<file path="config.mk">
export PLATFORM = sky130hd
export DESIGN_NAME = spi_expander_seq
export DESIGN_NICKNAME = d
export VERILOG_FILES = /design/src/rtl/spx_pkg.sv /design/src/rtl/spx_datapath.sv /design/src/rtl/spx_control.sv /design/src/rtl/spi_expander_seq.sv
export SDC_FILE = /design/constraint.sdc
export NUM_CORES = 1
export LEC_CHECK = 0
export CAP_MARGIN = 20
export CORE_MARGIN = 5
export CORE_UTILIZATION = 43
export DETAILED_ROUTE_END_ITERATION = 7
export GPL_TIMING_DRIVEN = 0
export MAX_ROUTING_LAYER = met4
export PLACE_DENSITY = 0.76
export SKIP_CTS_REPAIR_TIMING = 1
export SYNTH_ARGS = -nofsm -noshare
export SYNTH_HDL_FRONTEND = slang
export SYNTH_SLANG_ARGS = --single-unit
</file>
<file path="constraint.sdc">
create_clock -name clk -period 3.3 [get_ports clk]
set_input_delay 0.66 -clock clk [delete_from_list [all_inputs] [get_ports clk]]
set_output_delay 0.66 -clock clk [all_outputs]
set_load 0.005 [all_outputs]
</file>
<file path="src/rtl/spx_pkg.sv">
package spx_pkg;
  typedef logic [1:0] op_t;
  localparam op_t OP_WRITE = 2'b00;
  localparam op_t OP_READ  = 2'b01;

  typedef struct packed {
    logic loadCmd;
    logic txSecond;
    logic capLo;
    logic capHi;
    logic cntRun;
    logic cntClr;
  } ctl_t;
endpackage

</file>
<file path="src/rtl/spx_datapath.sv">
module spx_datapath #(
  parameter int BYTE_W = 8,
  parameter int ADDR_W = 2,
  parameter int CNT_W  = 8,
  localparam int WORD_W = 2 * BYTE_W,
  localparam int NPORT  = 1 << ADDR_W
) (
  input  logic                 clk,
  input  logic                 rstN,
  input  spx_pkg::ctl_t        ctl,
  input  spx_pkg::op_t         cmdOp,
  input  logic [WORD_W-1:0]    cmdData,
  input  logic [ADDR_W-1:0]    cmdAddr,
  input  logic [CNT_W-1:0]     cmdPhase,
  input  logic                 strobeN,
  input  logic [BYTE_W-1:0]    spiRxByte,
  output spx_pkg::op_t         opQ,
  output logic                 phaseEnd,
  output logic [BYTE_W-1:0]    spiTxByte,
  output logic [WORD_W-1:0]    rdData,
  output logic                 rdValid,
  output logic [ADDR_W-1:0]    portAddr,
  output logic [NPORT-1:0]     portLatchN
);
  import spx_pkg::*;

  logic [WORD_W-1:0] dataQ;
  logic [ADDR_W-1:0] addrQ;
  logic [CNT_W-1:0]  limQ;
  logic [CNT_W-1:0]  phaseCnt;
  logic              portMode;

  always_ff @(posedge clk or negedge rstN) begin
    if (!rstN) begin
      opQ   <= OP_WRITE;
      dataQ <= '0;
      addrQ <= '0;
      limQ  <= CNT_W'(1);
    end else if (ctl.loadCmd) begin
      opQ   <= cmdOp;
      dataQ <= cmdData;
      addrQ <= cmdAddr;
      limQ  <= (cmdPhase == '0) ? CNT_W'(1) : cmdPhase;
    end
  end

  always_ff @(posedge clk or negedge rstN) begin
    if (!rstN)            phaseCnt <= '0;
    else if (ctl.cntClr)  phaseCnt <= '0;
    else if (ctl.cntRun)  phaseCnt <= phaseCnt + CNT_W'(1);
  end

  assign phaseEnd = (phaseCnt >= limQ - CNT_W'(1));

  always_comb begin
    if (opQ == OP_READ)   spiTxByte = '1;
    else if (opQ[1])      spiTxByte = dataQ[BYTE_W-1:0];
    else if (ctl.txSecond) spiTxByte = dataQ[BYTE_W-1:0];
    else                  spiTxByte = dataQ[WORD_W-1:BYTE_W];
  end

  always_ff @(posedge clk or negedge rstN) begin
    if (!rstN) begin
      rdData  <= '0;
      rdValid <= 1'b0;
    end else begin
      rdValid <= ctl.capHi;
      if (ctl.capLo) rdData[BYTE_W-1:0]      <= spiRxByte;
      if (ctl.capHi) rdData[WORD_W-1:BYTE_W] <= spiRxByte;
    end
  end

  assign portAddr = addrQ;
  assign portMode = opQ[1];

  for (genvar p = 0; p < NPORT; p++) begin : g_dec
    assign portLatchN[p] = !(portMode && !strobeN && (addrQ == ADDR_W'(p)));
  end

  p_decoder_off_r7: assert property (@(posedge clk) disable iff (!rstN)
    strobeN |-> (&portLatchN));
  p_one_port_r6: assert property (@(posedge clk) disable iff (!rstN)
    $countones(~portLatchN) <= 1);
  p_rdvalid_pulse_r5: assert property (@(posedge clk) disable iff (!rstN)
    rdValid |=> !rdValid);
  p_phase_bound_r10: assert property (@(posedge clk) disable iff (!rstN)
    ctl.cntRun |-> (phaseCnt < limQ));
endmodule

</file>
<file path="src/rtl/spx_control.sv">
module spx_control (
  input  logic           clk,
  input  logic           rstN,
  input  logic           cmdValid,
  input  spx_pkg::op_t   cmdOp,
  input  spx_pkg::op_t   opQ,
  input  logic           spiDone,
  input  logic           phaseEnd,
  output spx_pkg::ctl_t  ctl,
  output logic           busy,
  output logic           cmdReady,
  output logic           strobeN,
  output logic           spiStart
);
  import spx_pkg::*;

  typedef enum logic [2:0] {
    S_IDLE, S_TX1, S_W1, S_TX2, S_W2, S_LOW, S_HIGH
  } state_e;

  state_e state, nextState;
  logic   accept;

  assign busy     = (state != S_IDLE);
  assign cmdReady = !busy;
  assign accept   = cmdValid && !busy;
  assign strobeN  = (state != S_LOW);
  assign spiStart = (state == S_TX1) || (state == S_TX2);

  always_comb begin
    nextState    = state;
    ctl          = '0;
    ctl.loadCmd  = accept;
    ctl.txSecond = (state == S_TX2) || (state == S_W2);
    unique case (state)
      S_IDLE: if (accept) begin
        if (cmdOp[1])              nextState = S_HIGH;
        else if (cmdOp == OP_READ) nextState = S_LOW;
        else                       nextState = S_TX1;
      end
      S_TX1: nextState = S_W1;
      S_W1: if (spiDone) begin
        ctl.capLo = (opQ == OP_READ);
        nextState = opQ[1] ? S_LOW : S_TX2;
      end
      S_TX2: nextState = S_W2;
      S_W2: if (spiDone) begin
        ctl.capHi = (opQ == OP_READ);
        nextState = (opQ == OP_READ) ? S_IDLE : S_LOW;
      end
      S_LOW: begin
        ctl.cntRun = !phaseEnd;
        ctl.cntClr = phaseEnd;
        if (phaseEnd) nextState = (opQ == OP_READ) ? S_HIGH : S_IDLE;
      end
      S_HIGH: begin
        ctl.cntRun = !phaseEnd;
        ctl.cntClr = phaseEnd;
        if (phaseEnd) nextState = S_TX1;
      end
      default: nextState = S_IDLE;
    endcase
  end

  always_ff @(posedge clk or negedge rstN) begin
    if (!rstN) state <= S_IDLE;
    else       state <= nextState;
  end

  p_no_start_low_r9: assert property (@(posedge clk) disable iff (!rstN)
    spiStart |-> strobeN);
  p_low_busy_r9: assert property (@(posedge clk) disable iff (!rstN)
    !strobeN |-> busy);
  p_busy_fall_high_r9: assert property (@(posedge clk) disable iff (!rstN)
    $fell(busy) |-> strobeN);
  p_ignore_busy_r8: assert property (@(posedge clk) disable iff (!rstN)
    (busy && cmdValid) |=> $stable(opQ));
endmodule

</file>
<file path="src/rtl/spi_expander_seq.sv">
module spi_expander_seq #(
  parameter int BYTE_W = 8,
  parameter int ADDR_W = 2,
  parameter int CNT_W  = 8,
  localparam int WORD_W = 2 * BYTE_W,
  localparam int NPORT  = 1 << ADDR_W
) (
  input  logic              clk,
  input  logic              rstN,
  input  logic              cmdValid,
  output logic              cmdReady,
  input  logic [1:0]        cmdOp,
  input  logic [WORD_W-1:0] cmdData,
  input  logic [ADDR_W-1:0] cmdAddr,
  input  logic [CNT_W-1:0]  cmdPhase,
  output logic              busy,
  output logic [WORD_W-1:0] rdData,
  output logic              rdValid,
  output logic              spiStart,
  output logic [BYTE_W-1:0] spiTxByte,
  input  logic              spiDone,
  input  logic [BYTE_W-1:0] spiRxByte,
  output logic              strobeN,
  output logic [ADDR_W-1:0] portAddr,
  output logic [NPORT-1:0]  portLatchN
);
  spx_pkg::ctl_t ctl;
  spx_pkg::op_t  opQ;
  logic          phaseEnd;

  spx_control u_control (
    .clk(clk), .rstN(rstN), .cmdValid(cmdValid), .cmdOp(cmdOp), .opQ(opQ),
    .spiDone(spiDone), .phaseEnd(phaseEnd), .ctl(ctl), .busy(busy),
    .cmdReady(cmdReady), .strobeN(strobeN), .spiStart(spiStart)
  );

  spx_datapath #(.BYTE_W(BYTE_W), .ADDR_W(ADDR_W), .CNT_W(CNT_W)) u_datapath (
    .clk(clk), .rstN(rstN), .ctl(ctl), .cmdOp(cmdOp), .cmdData(cmdData),
    .cmdAddr(cmdAddr), .cmdPhase(cmdPhase), .strobeN(strobeN),
    .spiRxByte(spiRxByte), .opQ(opQ), .phaseEnd(phaseEnd),
    .spiTxByte(spiTxByte), .rdData(rdData), .rdValid(rdValid),
    .portAddr(portAddr), .portLatchN(portLatchN)
  );
endmodule

</file>
### After elaboration in Yosys (flattened, before gate mapping)

Cells that the tools add are included.

| word-level totals | value |
|---|---|
| bits in registers | 56 |
| bits in read-only memories | 0 |
| bits in latches | 0 |
| memories | 0 |
| bits in writable memories | 0 |
| output and inout bits | 35 |

| operators by class | value |
|---|---|
| eq/ne operators | 17 |
| reduce and logical (&&, ||, !) cells | 22 |
| muxes and demuxes | 21 |
| shift-type cells | 0 |
| add/subtract/negate cells | 2 |
| div/mod/pow operators | 0 |
| $lt $le $gt $ge | 1 |
| multiply operators | 0 |
| bitwise gates (word level) | 0 |

Operators with widths:

| operator | count |
|---|---|
| $mux W8 | 6 |
| $mux W3 | 10 |
| $pmux W3 S7 | 1 |
| $eq A3 B3 Y1 const B | 3 |
| $add A8 B1 Y8 const B | 1 |
| $ge A8 B8 Y1 | 1 |
| $logic_not A8 Y1 | 1 |
| $sub A8 B1 Y8 const B | 1 |
| $logic_not A1 Y1 | 7 |
| $eq A2 B1 Y1 const B | 3 |
| $eq A3 B2 Y1 const B | 2 |
| $logic_and A1 B1 Y1 | 6 |
| $ne A2 B1 Y1 const B | 3 |
| $reduce_and A5 Y1 | 1 |
| $eq A2 B2 Y1 const B | 2 |
| $ne A2 B2 Y1 const B | 2 |
| $eq A3 B1 Y1 const B | 1 |
| $logic_not A3 Y1 | 1 |
| $mux W1 | 3 |
| $ne A3 B3 Y1 const B | 1 |
| $reduce_bool A3 Y1 | 1 |
| $logic_not A2 Y1 | 1 |
| $logic_or A1 B1 Y1 | 2 |
| $mux W2 | 1 |
| other kinds (2) | 2 |

### Depth between registers and ports, before layout

Gate-level depths: netlist of run 1.

| logic depth | value |
|---|---|
| depth in word-level cells | 6 |
| gate-level depth with buffers | 11 |

### By module

A second synthesis of run 1 with hierarchy kept.

| unflattened totals | value |
|---|---|
| cells, all modules | 254 |
| area total of the unflattened synthesis | 2909.0 um^2 |

Modules (own cells, without submodules):

| module | times used | area each (um^2) | cells each |
|---|---|---|---|
| spx_datapath | 1 | 2496.1 | 201 |
| spx_control | 1 | 412.9 | 53 |

### Least setup slack after synthesis of run 1

No wires, ideal clock.

| timing | value |
|---|---|
| kind | reg-to-reg |
| start point | register u_datapath.limQ[5] |
| end point | register u_control.state[1] |
| data arrival time | 2.223 ns |
| buffers on the path | 1 |
| stages on the path, launching flop included | 10 |
| clock period less this slack | 2.347 ns |
| slack | 0.953 ns |
| setup time | 0.125 ns |
| data required time | 3.175 ns |
| cell sequence | dfrtp_1 -> nor4_1 -> nand2_1 -> xor2_1 -> ha_1 -> nand2_1 -> o41ai_2 -> buf_4 -> o21ai_1 -> mux2_2 |

| between the ends | value |
|---|---|
| cells in the longest elaborated chain, start to end | 4 |

Ends and longest elaborated chain:

| what | line | RTL |
|---|---|---|
| start, declared | spx_datapath.sv:29 | `logic [CNT_W-1:0] limQ;` |
| start signal, assigned | spx_datapath.sv:43 | `limQ <= (cmdPhase == '0) ? CNT_W'(1) : cmdPhase;` |
| $sub A8 B1 Y8 (*) | spx_datapath.sv:53 | `assign phaseEnd = (phaseCnt >= limQ - CNT_W'(1));` |
| $ge A8 B8 Y1 (*) | spx_datapath.sv:53 |  |
| $ne A2 B1 Y1 (no source line) | - |  |
| $reduce_and A5 Y1 (no source line) (*) | - |  |
| end signal, assigned | spx_control.sv:67 | `else state <= nextState;` |
| end, declared | spx_control.sv:21 | `state_e state, nextState;` |

Mark *: on every way between the ends. The rest lies on a longest branch, timed or not.
A chain may end at the register's enable or synchronous reset.

### Worst setup path in the final report of run 1

| timing | value |
|---|---|
| start point | register u_control.state[2] |
| end point | output spiTxByte[2] |

| between the ends | value |
|---|---|
| cells in the longest elaborated chain, start to end | 5 |

Ends and longest elaborated chain:

| what | line | RTL |
|---|---|---|
| $eq A3 B2 Y1 or $eq A3 B3 Y1 (tied branches) | spx_control.sv:34 | `ctl.txSecond = (state == S_TX2) \|\| (state == S_W2);` |
| $logic_or A1 B1 Y1 (*) | spx_control.sv:34 |  |
| $mux W8 (*) | spx_datapath.sv:58 | `else if (ctl.txSecond) spiTxByte = dataQ[BYTE_W-1:0];` |
| $mux W8 (*) | spx_datapath.sv:57 | `else if (opQ[1]) spiTxByte = dataQ[BYTE_W-1:0];` |
| $mux W8 (*) | spx_datapath.sv:56 | `if (opQ == OP_READ) spiTxByte = '1;` |
| end, declared | spi_expander_seq.sv:20 | `output logic [BYTE_W-1:0] spiTxByte,` |

Marks and branches as above.

==> results of run 1 <==
[worst min path at each step]
stage	startpoint	end	slack [ns]	depth (start not counted)
floorplan	rstN	u_control.state[0]	0.36	0
finish	rstN	u_datapath.rdData[4]	0.37	1
detailed placement	u_datapath.dataQ[12]	u_datapath.dataQ[12]	0.48	1
global placement	u_datapath.dataQ[12]	u_datapath.dataQ[12]	0.47	1
CTS	rstN	u_datapath.rdData[1]	0.38	1
global route	rstN	u_datapath.rdData[1]	0.39	1
[layer usage]
layer	share of wire, %	routed length (µm)	vias up
met5	0	0	-
met3	6.4	415	8
met1	43	2770	1045
met2	50	3200	63
met4	1.0	65	0
li1	-	-	1069
[per-stage QoR]
| step | cells | util, % | setup TNS [ns] | hold WS (ns) | power (µW) |
|---|---|---|---|---|---|
| after floorplan | 256 | - | 0 | 0.364 | 2640 |
| after global placement | 410 | 56.1 | -9.96 | 0.471 | 3420 |
| after detailed placement | 411 | 56.3 | 0 | 0.480 | 3490 |
| after CTS | 419 | 57.9 | 0 | 0.377 | 3960 |
| after global routing | 419 | 58.0 | 0 | 0.391 | 4260 |
| final | 419 | 58.0 | 0 | 0.368 | 3910 |
[synth_stat cells (all sizes together) (4+ instances only)]
master  instances
dfrtp          55
mux2           44
nor2           20
nand3           4
nand2          32
mux2i           9
ha             10
a21oi           6
o21ai           6
xnor2           4
inv             7
buf             9
nor3            6
xor2            4
[power breakdown]
group / switching (µW) / leakage [µW] / internal [µW]
clock network: 216 / 0.0000524 / 228
logic: 951 / 0.000942 / 1250
registers: 245 / 0.000677 / 1030
[critical path, delay by kind of cell (launching register included)]
family	cells	cell delay [ns]
muxes	1	0.24
buffers and inverters	2	0.63
DFF	1	0.38
AOI/OAI and AO/OA	1	0.17
and+or+nand+nor	3	0.64
[cell families (layout without fill, tap and decap cells)]
| family | Yosys count | count (layout) | share of synthesized area [%] |
|---|---|---|---|
| muxes | 53 | 53 | 20.1 |
| xor gates and xnor gates | 8 | 8 | 2.41 |
| AOI/OAI and AO/OA | 32 | 32 | 8.65 |
| DFF | 56 | 56 | 48.3 |
| and+or+nand+nor | 80 | 80 | 13.3 |
| buffers and inverters | 17 | 100 | 2.93 |
| adders and majority gates | 10 | 10 | 4.30 |
[flip-flops by register name, summed over array words and instances (netlist names)]
register and cells:
u_control.state 3, u_datapath.dataQ 16, u_datapath.limQ 8, u_datapath.opQ 2, u_datapath.phaseCnt 8, u_datapath.portAddr 2
u_datapath.rdData 16, u_datapath.rdValid 1
[cell type report]
class | instances | area [µm²]
multi-input combinational | 183 | 1420
clock buffer | 7 | 76.3
fill | 573 | 2810
tap | 80 | 100
buffer | 10 | 58.8
clock inverter | 1 | 30.0
timing repair buffer | 75 | 756
sequential | 56 | 1400
inverter | 7 | 26.3
==> flow_metrics.tcl, run 1 <==
set metrics [dict create \
    routed_wl_um 6450 \
    cap_violations 0 \
    netlist_instances 256 \
    rrSetupSlack_ns 0.73 \
    final_cell_mix "73 x clkdlybuf4s50_1, 55 x dfrtp_1, 43 x mux2_2" \
    numPortBuffers 74 \
    ys_top_cells_by_area "dfrtp_1 47%, mux2_2 17%, ha_1 4.3%" \
    fin_ws_ns 0.274 \
    synthArstFlopShare_pct 100 \
    finalMaxSlewViolations 0 \
    syn_avg_cell_area_um2 11.4 \
    postRouteAntennaNets 0 \
    worst-setup-path-type "register to output pin" \
    yosys.area.top_type "dfrtp_1" \
    cts_tree "built" \
    fmax_mhz 330 \
    slew_headroom_pct 57.1 \
    cp-endpoint "spiTxByte[2]" \
    finalCriticalPeriod_ns 3.03 \
    synth_area_um2 2910 \
    antennaDiodeCount 0 \
    reg2regPathDepth 9 \
    worst_pin_slew_ns 0.643 \
    yosys_warnings 0 \
    grt_use_met3_pct 5.09 \
    grt_pass1_vias 2358 \
    drc 0 \
    nNetsFinal 388 \
    use_met2_pct 28.3 \
    area_growth_pct 33.3 \
    grt-busiest-layer "met2" \
    synth_cell_type_count 45 \
    power_leakage_uw 0.00167 \
    ios 75 \
    startpoint_type "register" \
    fin_skew_ns 0.00367 \
    antenna_found_initial 0 \
    rsz0062_at_grt "false" \
    pre_cts_slack_ns 0.473 \
    vias_per_cell 5.21 \
    rows 30 \
    fp.coreArea_um2 6680 \
    drive_above_1_share_pct 20.1 \
    r2r_end "u_control.state[1]" \
    ys_seq_elements 56 \
    status "complete, no violations" \
    required_ns 2.64 \
    worst_path_max_delay_cell "clkdlybuf4s50_1" \
    met1_usage_pct 19.7 \
    crit_path_max_fanout 10 \
    clkTransAtPathRegs_ns 0.10 \
    start_util_pct 43.5 \
    place_congestion 0.803 \
    grt_start_max_net_pins 31 \
    gr-total-overflow 0 \
    wl_per_cell_um 15.4 \
    hold_viol_final 0 \
    numCtsBuffers 5 \
    arrival_ns 2.37 \
    fin_crit_sh_pct 91.7 \
    peakVddDrop_mv 0.495 \
    cts-root-buf "clkbuf_8" \
    cts.htree.levels 2 \
    synth_seq_area_share_pct 48.3 \
    final_area_um2 3870 \
    max_stage_delay_ns 0.45 \
    grt_usage_pct 16.7 \
    crit_start "u_control.state[2]" \
    crit_path_end_kind "output pin" \
    placed_area_um2 3760 \
    clockBufferDepth 2 \
    firstDrtPassIters 4 \
    setup_viol 0 \
    insertion_delay_ns 0.30 \
    synth_nets 306 \
    p_per_area_nw_per_um2 1010 \
    grt_pass1_wl_um 11100 \
    r2r_start "u_datapath.limQ[4]" \
    dieArea_um2 8500 \
    crit_chain "buf_2 > nand2b_1 > o22ai_1 > nor2_4 > mux2i_1 > nand2_1 > clkdlybuf4s50_1" \
    synth_enable_flop_cells 0 \
    synth_ff_type "dfrtp_1" \
    hold_class "primary input to asynchronous set/reset pin" \
    drtIter0Drc 52 \
    vias 2185 \
    cts_num_sinks 56 \
    die_y_um 92.2 \
    layout_commonest_cell "clkdlybuf4s50_1" \
    die_w_um 92.2 \
    yosysTopAreaCellShare_pct 47.4 \
    hpwl_um 4910 \
]
No activity file was read; power rests on OpenSTA's default activity.
==> run 2: changes to the inputs <==
--- a/config.mk
+++ b/config.mk
@@ -6,12 +6,14 @@
 export NUM_CORES = 1
 export LEC_CHECK = 0
 export CAP_MARGIN = 20
+export CELL_PAD_IN_SITES_DETAIL_PLACEMENT = 1
+export CELL_PAD_IN_SITES_GLOBAL_PLACEMENT = 1
 export CORE_MARGIN = 5
-export CORE_UTILIZATION = 43
+export CORE_UTILIZATION = 38
 export DETAILED_ROUTE_END_ITERATION = 7
 export GPL_TIMING_DRIVEN = 0
 export MAX_ROUTING_LAYER = met4
-export PLACE_DENSITY = 0.76
+export PLACE_DENSITY = 0.84
 export SKIP_CTS_REPAIR_TIMING = 1
 export SYNTH_ARGS = -nofsm -noshare
 export SYNTH_HDL_FRONTEND = slang
==> run 2 against run 1 <==
  * First-iteration DRC count rose by 29%
  * Die area rose by 12%
  * Critical path depth unchanged
  * Register-to-register slack lost 0.07 ns
  * Clock skew up 0.0022 ns
  * Cell area increased by 0.32%
  * Setup slack better by 0.011 ns
  * Wire length grew 13%
  * Critical path type unchanged
  * Largest cell class unchanged
  * Highest routed layer unchanged
==> flow_metrics.tcl, run 2 (synthesized netlist as in run 1, its figures left out) <==
set metrics [dict create \
    clkTransAtPathRegs_ns 0.11 \
    fmax_mhz 332 \
    setup_tns_ns 0 \
    p_sw_share_pct 38.3 \
    die_w_um 97.5 \
    reg2regPathDepth 9 \
    required_ns 2.64 \
    power_leakage_uw 0.00166 \
    multiInputGateArea_um2 1420 \
    peakVddDrop_mv 0.458 \
    dieArea_um2 9500 \
    fin_skew_ns 0.00592 \
    vias_per_cell 5.15 \
    place_congestion 0.804 \
    slew_headroom_pct 64.6 \
    grt_pass1_vias 2584 \
    drtIter0Drc 67 \
    postRouteAntennaNets 0 \
    hpwl_um 5670 \
    utilization_pct 53.0 \
    numPortBuffers 74 \
    cts_num_sinks 56 \
    die_y_um 97.5 \
    rows 31 \
    finalMaxSlewViolations 0 \
    startpoint_type "register" \
    start_util_pct 39.6 \
    setup_viol 0 \
    arrival_ns 2.36 \
    cts-root-buf "clkbuf_8" \
    nFillCells 812 \
    grt_start_max_net_pins 37 \
    rrSetupSlack_ns 0.66 \
    crit_path_end_kind "output pin" \
    area_growth_pct 33.7 \
    p_sw_uw 1510 \
    firstDrtPassIters 4 \
    cts.htree.levels 2 \
    finalNonFillerCells 438 \
    cts_tree "built" \
    finalCriticalPeriod_ns 3.02 \
    wl_per_cell_um 16.6 \
    fp.coreArea_um2 7330 \
    hold_viol_final 0 \
    ios 75 \
    grt_pass1_wl_um 12600 \
    clkPwrFrac_pct 10.2 \
    layout_commonest_cell "clkdlybuf4s50_1" \
    p_int_uw 2430 \
    gr-total-overflow 0 \
    grt_usage_pct 16.4 \
    numCtsBuffers 5 \
    final_area_um2 3890 \
    clockBufferDepth 2 \
    p_total_uw 3940 \
    routed_wl_um 7270 \
    antenna_found_initial 0 \
    worst-setup-path-type "register to output pin" \
    r2r_end "u_control.state[1]" \
    cap_violations 0 \
    placed_area_um2 3790 \
    largestRegisters "u_datapath.dataQ: 16 flops, u_datapath.rdData: 16 flops" \
    drc 0 \
    r2r_start "u_datapath.limQ[5]" \
    seq_power_share_pct 32.4 \
    hold_class "primary input to asynchronous set/reset pin" \
    p_per_area_nw_per_um2 1010 \
    power_frac_comb_pct 57.4 \
    dp.cells 430 \
    rsz0062_at_grt "false" \
    fin_crit_sh_pct 91.4 \
    nNetsFinal 388 \
    vias 2254 \
    crit_path_max_fanout 10 \
    ff_latch_area_um2 1400 \
    worst_pin_slew_ns 0.530 \
    antennaDiodeCount 0 \
    insertion_delay_ns 0.31 \
    status "complete, no violations" \
    final_cell_mix "73 x clkdlybuf4s50_1, 55 x dfrtp_1, 43 x mux2_2" \
    drive_above_1_share_pct 20.6 \
]
==> run 2: cell count changes in the layout (fill, tap and decap cells not counted) <==
| cell | change |
|---|---|
| clkbuf_1 | -2 |
| clkinvlp_4 | +2 |
| bufinv_16 | -1 |
| inv_8 | +1 |
==> run 2: power groups by stage <==
stage	clock network (µW)	logic (µW)	registers, µW
floorplan	0	1410	1230
global placement	0	2160	1270
detailed placement	0	2270	1290
CTS	417	2290	1280
global route	445	2500	1330
finish	403	2260	1280
==> run 2: worst max-delay path by stage <==
stage,endpoint,start,slack (ns),cells past startpoint
floorplan,u_control.state[1],u_datapath.limQ[5],0.95,9
global placement,u_datapath.rdData[11],rstN,-0.25,1
global route,spiTxByte[2],u_control.state[2],0.11,7
detailed placement,spiTxByte[4],u_control.state[2],0.46,7
finish,spiTxByte[0],u_control.state[2],0.28,7
CTS,spiTxByte[0],u_control.state[2],0.09,7
==> run 2: metal layers <==
layer  track usage [%]  up-vias  wire (µm)
li1                  -     1070          -
met1              19.5     1131       3100
met2              28.9       49       3850
met3              3.59        4        271
met4              2.45        0         42
met5                 -        -          0
==> run 2: final cells by class <==
| cell class | count | share of cell area [%] |
|---|---|---|
| Buffer | 10 | 1.51 |
| Clock buffer | 5 | 1.77 |
| Clock inverter | 3 | 0.676 |
| Inverter | 7 | 0.676 |
| Multi-Input combinational cell | 183 | 36.6 |
| Sequential cell | 56 | 36.1 |
| Tap cell | 99 | 3.19 |
| Timing Repair Buffer | 75 | 19.4 |
==> run 2: critical path, cell delays in order, from the launching register on <==
cell,delay (ns)
dfrtp_1,0.39
buf_2,0.18
nand2b_1,0.23
o22ai_1,0.16
nor2_4,0.30
mux2i_1,0.22
nand2_1,0.08
clkdlybuf4s50_1,0.47
==> run 2: through the flow <==
| step | hold slack (ns) | worst slack, ns |
|---|---|---|
| after floorplan | 0.364 | 0.953 |
| after global placement | 0.479 | -0.246 |
| after detailed placement | 0.479 | 0.459 |
| after CTS | 0.320 | 0.0940 |
| after global routing | 0.336 | 0.107 |
| final | 0.308 | 0.285 |
